==> config.mk <==
export PLATFORM = sky130hd
export DESIGN_NAME = split_pp_mul
export DESIGN_NICKNAME = d
export VERILOG_FILES = /design/src/rtl/split_pp_pkg.sv /design/src/rtl/half_mul.sv /design/src/rtl/split_sum.sv /design/src/rtl/split_pp_mul.sv
export SDC_FILE = /design/constraint.sdc
export NUM_CORES = 2
export LEC_CHECK = 0
export BUFFER_PORTS_ARGS = -buffer_cell sky130_fd_sc_hd__buf_2
export CAP_MARGIN = 0
export CELL_PAD_IN_SITES_DETAIL_PLACEMENT = 1
export CELL_PAD_IN_SITES_GLOBAL_PLACEMENT = 1
export CORE_MARGIN = 1
export CORE_UTILIZATION = 40
export CTS_BUF_LIST = sky130_fd_sc_hd__clkbuf_8 sky130_fd_sc_hd__clkbuf_16
export DETAILED_ROUTE_END_ITERATION = 8
export PLACE_DENSITY_LB_ADDON = 0.1
export SLEW_MARGIN = 40
export SYNTH_ARGS = -nofsm -noshare
export SYNTH_HDL_FRONTEND = slang
export SYNTH_SLANG_ARGS = --single-unit
export TNS_END_PERCENT = 100
==> constraint.sdc <==
create_clock -name clk_i -period 2 [get_ports clk_i]
set_input_delay 0.5 -clock clk_i [delete_from_list [all_inputs] [get_ports clk_i]]
set_output_delay 0.5 -clock clk_i [all_outputs]
set_load 0.02 [all_outputs]
==> src/rtl/split_pp_pkg.sv <==
package split_pp_pkg;
  localparam int unsigned NATIVE_MUL_W = 18;
  localparam int unsigned NUM_HALVES   = 2;
endpackage

==> src/rtl/half_mul.sv <==
module half_mul #(
  parameter int unsigned MUL_W = 18
) (
  input  logic signed [MUL_W-1:0]   a_i,
  input  logic        [MUL_W-2:0]   mag_i,
  output logic signed [2*MUL_W-1:0] p_o
);
  logic signed [MUL_W-1:0] b_pos;

  // sign bit tied low: unsigned half looks positive to the signed multiplier
  assign b_pos = $signed({1'b0, mag_i});
  assign p_o   = a_i * b_pos;

  always_comb begin
    if (a_i != '0 && mag_i != '0)
      p_sign_r3: assert (p_o[2*MUL_W-1] == a_i[MUL_W-1])
        else $error("half product sign disagrees with signed operand");
  end
endmodule

==> src/rtl/split_sum.sv <==
module split_sum #(
  parameter int unsigned HALF_W = 17,
  parameter int unsigned PP_W   = 36,
  parameter int unsigned PROD_W = 52
) (
  input  logic signed [PP_W-1:0]   lo_i,
  input  logic signed [PP_W-1:0]   hi_i,
  output logic        [PROD_W-1:0] sum_o
);
  localparam int unsigned UP_W  = PROD_W - HALF_W;
  localparam int unsigned LSH_W = PP_W - HALF_W;

  logic signed [UP_W:0] hi_ext;
  logic signed [UP_W:0] lo_ext;
  logic signed [UP_W:0] up_sum;

  assign hi_ext = $signed({hi_i[UP_W-1], hi_i[UP_W-1:0]});
  assign lo_ext = $signed({{(UP_W+1-LSH_W){lo_i[PP_W-1]}}, lo_i[PP_W-1:HALF_W]});
  assign up_sum = hi_ext + lo_ext;

  // low bits bypass the adder
  assign sum_o  = {up_sum[UP_W-1:0], lo_i[HALF_W-1:0]};

  always_comb begin
    p_no_overflow_r3: assert (up_sum[UP_W] == up_sum[UP_W-1])
      else $error("upper sum exceeds result width");
  end
endmodule

==> src/rtl/split_pp_mul.sv <==
module split_pp_mul
  import split_pp_pkg::*;
#(
  parameter int unsigned SGN_W  = 18,
  parameter int unsigned HALF_W = 17
) (
  input  logic                      clk_i,
  input  logic                      rst_ni,
  input  logic                      valid_i,
  input  logic [SGN_W-1:0]          sgn_i,
  input  logic [2*HALF_W-1:0]       uns_i,
  output logic                      valid_o,
  output logic [SGN_W+2*HALF_W-1:0] prod_o
);
  localparam int unsigned UNS_W  = 2 * HALF_W;
  localparam int unsigned MUL_W  = HALF_W + 1;
  localparam int unsigned PP_W   = 2 * MUL_W;
  localparam int unsigned PROD_W = SGN_W + UNS_W;

  logic signed [MUL_W-1:0] a_ext;
  logic signed [PP_W-1:0]  pp [NUM_HALVES];
  logic        [PROD_W-1:0] sum;

  generate
    if (SGN_W == MUL_W) begin : g_a_direct
      assign a_ext = $signed(sgn_i);
    end else begin : g_a_sext
      assign a_ext = $signed({{(MUL_W-SGN_W){sgn_i[SGN_W-1]}}, sgn_i});
    end
  endgenerate

  generate
    for (genvar h = 0; h < NUM_HALVES; h++) begin : g_half
      half_mul #(.MUL_W(MUL_W)) u_mul (
        .a_i  (a_ext),
        .mag_i(uns_i[h*HALF_W +: HALF_W]),
        .p_o  (pp[h])
      );
    end
  endgenerate

  split_sum #(.HALF_W(HALF_W), .PP_W(PP_W), .PROD_W(PROD_W)) u_sum (
    .lo_i (pp[0]),
    .hi_i (pp[1]),
    .sum_o(sum)
  );

  always_ff @(posedge clk_i or negedge rst_ni) begin
    if (!rst_ni) begin
      valid_o <= 1'b0;
      prod_o  <= '0;
    end else begin
      valid_o <= valid_i;
      if (valid_i) prod_o <= sum;
    end
  end

  logic [PROD_W-1:0] ref_prod;
  assign ref_prod = $signed({{UNS_W{sgn_i[SGN_W-1]}}, sgn_i}) * $signed({{SGN_W{1'b0}}, uns_i});

  p_valid_lat_r2: assert property (@(posedge clk_i) disable iff (!rst_ni)
    1'b1 |=> valid_o == $past(valid_i))
    else $error("valid_o latency wrong");

  p_hold_r4: assert property (@(posedge clk_i) disable iff (!rst_ni)
    !valid_i |=> $stable(prod_o))
    else $error("prod_o changed without valid_i");

  p_product_r3: assert property (@(posedge clk_i) disable iff (!rst_ni)
    valid_i |=> prod_o == $past(ref_prod))
    else $error("prod_o differs from native product");
endmodule

# [Word level (Yosys, flattened, before mapping)]
# Cells that the tools add are included.
[classes] n_mul=2 n_addsub=1
[op_table] op="multiplier 18 x 18 -> 36 bit" count=1
[op_table] op="adder 35 x 19 -> 35 bit" count=1
[op_table] op="multiplier 18 x 18 -> 35 bit" count=1
[word_totals] input_bits=55 ff_bits=53 output_inout_bits=53

# [Longest topological paths before layout]
[depth] depth_word=2 mapped_depth=43

# [Modules after synthesis]
# A second synthesis with hierarchy kept.
[unflattened] hier_cells=3138 hier_area_um2=28253.3
[modules_own_cells] mod="half_mul at g_half[0].u_mul" cells_per_inst=1377 n_inst=1 seq_area_each_um2=0.0 area_per_inst_um2=11999.0
[modules_own_cells] mod="half_mul at g_half[1].u_mul" cells_per_inst=1358 n_inst=1 seq_area_each_um2=0.0 area_per_inst_um2=11881.4
[modules_own_cells] mod="split_pp_mul" cells_per_inst=111 n_inst=1 seq_area_each_um2=1326.3 area_per_inst_um2=2210.9
[modules_own_cells] mod="split_sum" cells_per_inst=292 n_inst=1 seq_area_each_um2=0.0 area_per_inst_um2=2162.1

# [Worst setup path after synthesis]
# Ideal clock, no wire load.
[synth_timing] path_type="input to register" startpoint="in sgn_i[17]" endpoint="reg prod_o[51]" setup_time_ns=0.126 n_path_buf=1 path_slack_ns=-8.766 stages=38 t_required_ns=1.874 arrival_time_ns=10.640 cell_sequence="clkbuf_1 -> nand2_1 -> fa_1 -> fa_1 -> inv_1 -> fa_1 -> fa_1 -> fa_1 -> inv_1 -> fa_1 -> inv_1 -> ha_1 -> and3_4 -> a221oi_2 -> o21ai_1 -> or3_1 -> o21ai_2 -> a311o_1 -> [2 not listed] -> xnor2_1 -> inv_1 -> fa_1 -> inv_1 -> fa_1 -> fa_1 -> inv_1 -> ha_1 -> nand3_1 -> or2_0 -> or3_1 -> o22ai_1 -> or4b_1 -> a21oi_1 -> or3_1 -> nand4_1 -> a21oi_1 -> a311o_1"
[synth_between] elab_chain_len=2
[synth_rtl] item="start: declaration" line_no="split_pp_mul.sv:10" rtl="input logic [SGN_W-1:0] sgn_i,"
[synth_rtl] item="multiplier 18 x 18 -> 35 bit / multiplier 18 x 18 -> 36 bit (equally long branches)" line_no="half_mul.sv:12" rtl="assign p_o = a_i * b_pos;"
[synth_rtl] item="adder 35 x 19 -> 35 bit *" line_no="split_sum.sv:19" rtl="assign up_sum = hi_ext + lo_ext;"
[synth_rtl] item="end signal: assignment" line_no="split_pp_mul.sv:54" rtl="if (valid_i) prod_o <= sum;"
[synth_rtl] item="end: declaration" line_no="split_pp_mul.sv:13" rtl="output logic [SGN_W+2*HALF_W-1:0] prod_o"
# Mark *: on every way between the ends. The rest lies on a longest branch, timed or not.
# A chain may end at the register's enable or synchronous reset.

# [Worst setup path after layout]
# Same ends and word-level chain as after synthesis.

==> results.sh <==
export IMPL_tns_ps=-280500
export IMPL_setup_violations=49
export IMPL_cts_tree="built"
export IMPL_dr_pass1_iters=5
export IMPL_nets=4043
export IMPL_grt_max_degree=30
export IMPL_gp_congestion=0.842
export IMPL_cts_max_level=2
export IMPL_max_freq_ghz=0.0986
export IMPL_synth_ff_type="dfrtp_1"
export IMPL_synth_cells=2733
export IMPL_drive_gt1_frac=0.280
export IMPL_syn_to_final_growth_pct=28.6
export IMPL_grt_antenna_before_repair=4
export IMPL_gr_total_overflow=0
export IMPL_ioPinCount=108
export IMPL_maxSlewViolCount=0
export IMPL_numCtsBuffers=5
export IMPL_core_area_mm2=0.0631
export IMPL_portBuffers=107
export IMPL_rsz0062_at_grt="true"
export IMPL_drt_iter0_drc=655
export IMPL_cp_start_kind="input pin"
export IMPL_vias_per_cell=4.90
export IMPL_cp_max_fo=7
export IMPL_clkSlewWorstSetupHoldPaths_ps=90
export IMPL_timing_rr_start="prod_o[51]"
export IMPL_relSlewSlack=0.648
export IMPL_setup_slack_ps=-8140
export IMPL_wl_per_cell_um=19.0
export IMPL_fin_skew_ps=0
export IMPL_track_usage=0.245
export IMPL_async_reset_ff_frac=1.00
export IMPL_cts_max_path_buffers=2
export IMPL_start_util=0.404
export IMPL_maxCapViolCount=0
export IMPL_critPathSlowestCell="fa_2"
export IMPL_yosys_warnings=0
export IMPL_grt_pass1_wl_mm=122
export IMPL_postSynthNetCount=3613
export IMPL_row_count=92
export IMPL_min_period_ps=10140
export IMPL_crit_type="in -> reg"
export IMPL_tightest_slew_ps=528
export IMPL_die_area_mm2=0.0648
export IMPL_die_h_um=254
export IMPL_synth_edf_count=0
export IMPL_timing_final_hold_violations=0
export IMPL_syn_area_mm2=0.0255
export IMPL_status="finished, violations left"
export IMPL_utilization=0.520
export IMPL_crit_path_max_incr_delay_ps=660
export IMPL_synth_avg_cell_area_um2=9.33
export IMPL_required_ps=2230
export IMPL_hp_class="in -> async"
export IMPL_synth_seq_cells=53
export IMPL_grt_pass1_vias=23200
export IMPL_holdBufCountCts=0
export IMPL_ant_nets=0
export IMPL_dp_cells=3934
export IMPL_synth_cell_types=60
export IMPL_fin_crit_sh=5.07
export IMPL_clock_sinks=53
export IMPL_place_worst_setup_slack_ps=-8730
export IMPL_violations="negative setup slack"
export IMPL_die_w_um=254
export IMPL_vias=19600
export IMPL_root_buffer="clkbuf_16"
export IMPL_wl_mm=76.4
export IMPL_place_hpwl_mm=64.6
export IMPL_setup_worst_path_start="sgn_i[17]"
export IMPL_synth_seq_area_share=0.0520
export IMPL_crit_path_end_kind="flop"
export IMPL_n_fill_cell=7155
export IMPL_drt_drc_violations_left=0
export IMPL_insertion_delay_ps=340
export IMPL_cp_common_cell="fa_1"
export IMPL_arrival_ps=10370
export IMPL_stdcell_count=4013
## path summary, 6_finish.rpt
path	to	slack (ps)	depth (start not counted)
worst max-delay path	prod_o[51]	-8140	39
worst max register to register	prod_o[51]	1030	2
worst min-delay path	prod_o[5]	130	1
min in group clk_i	prod_o[6]	490	2
max in group asynchronous	prod_o[36]	1330	2
worst min register to register	prod_o[6]	490	2
## cells in the final DEF, fill, tap and decap left out, types with 6 or more instances in the layout
cell type	n
buf_8	8
nor2_1	21
buf_2	75
inv_1	679
buf_6	53
buf_4	366
o21a_1	9
a21o_1	36
o21ai_2	11
ha_4	59
a21oi_1	22
nand3_1	7
mux2_4	15
xor2_1	12
o21ai_1	11
xnor2_1	40
mux2_2	23
and2_4	25
nor2_4	7
xnor2_2	9
fa_2	28
inv_2	40
dfrtp_1	53
a21oi_4	13
nand2_4	7
nand2_1	306
and2_1	290
clkbuf_16	7
buf_12	28
fa_1	610
a21oi_2	21
o211ai_1	6
nand2_2	13
nor3_1	6
ha_1	126
## cells in the mapped netlist (2+ instances only)
cell type  count  area (um2)
and3_1         7        43.8
and2_1       315        1970
fa_1         638       12800
o2111ai_1      3        26.3
o21bai_1       5        37.5
a21oi_1       56         280
o31ai_1        5        37.5
nand2b_1       5        31.3
a31oi_1        2        12.5
nor2b_1        5        31.3
nand3_1       10        50.1
a311o_1        2        20.0
nor3_1         7        35.0
or2_2          5        31.3
xor2_1        16         140
a211oi_1       5        37.5
a21boi_0       3        22.5
buf_1          5        18.8
o22ai_1        2        12.5
mux2_2        38         428
or3_1          3        18.8
clkbuf_1     109         409
or4b_1         2        20.0
ha_1         187        2340
nand4_1        3        18.8
dfrtp_1       53        1330
nand2_1      329        1230
nand3b_1       2        15.0
nor2_1        33         124
xnor2_1       52         455
o21ai_1        4        20.0
inv_1        719        2700
a31o_1         2        17.5
o211ai_1       6        45.0
a21o_1        37         278
o21ai_0       25         125
o21a_1        10        75.1
## registers in the layout, summed over array words and instances, names as in the netlist
signal   flops
valid_o      1
prod_o      52
## worst max-delay path: cells and delay by family
family | cells | cell delay, ps
compound gates | 8 | 1350
simple gates | 11 | 2220
buf+inv | 8 | 610
fa+ha+maj | 12 | 5690
## what timing repair did
action / 4_1_cts / 5_1_grt
pin swaps: 94 / 87
gates resized for setup: 205 / 130
setup endpoints to repair: 50 / 50
buffers inserted: 43 / 30
cloned: 3 / 2
## through the flow
step | hold WS, ps | instance area (um2)
final | 126 | 32800
after global routing | 153 | 32800
after detailed placement | 473 | 30400
after floorplan | 204 | 26700
after global placement | 467 | 30400
after CTS | 134 | 31800
## layout make-up
class	instances	area (um2)	area share
Tap cell	846	1060	0.0323
Clock inverter	3	17.5	0.000534
Inverter	719	2700	0.0824
Clock buffer	5	125	0.00382
Timing Repair Buffer	537	4570	0.139
Multi-Input combinational cell	1847	23000	0.701
Sequential cell	53	1330	0.0405
Antenna cell	3	7.51	0.000229
## metal layers
metal,global-route usage,wire [um],up-vias
met5,0,23,-
met4,0.0542,1910,4
met3,0.0150,1620,80
met2,0.467,41200,251
met1,0.300,31600,10500
li1,-,-,8782
## logic make-up after synthesis
kind of cell | after synthesis | share of synthesized area
XOR/XNOR | 68 | 0.0234
AND/OR/NAND/NOR | 733 | 0.144
AO/OA/AOI/OAI | 183 | 0.0481
multiplexers | 38 | 0.0168
buffers and inverters | 833 | 0.123
flip-flops | 53 | 0.0520
adder cells (fa/ha/maj) | 825 | 0.593
Power is left out: the tool's default activity adds up to more than one toggle a clock period on the data nets, which glitch-free logic cannot reach.
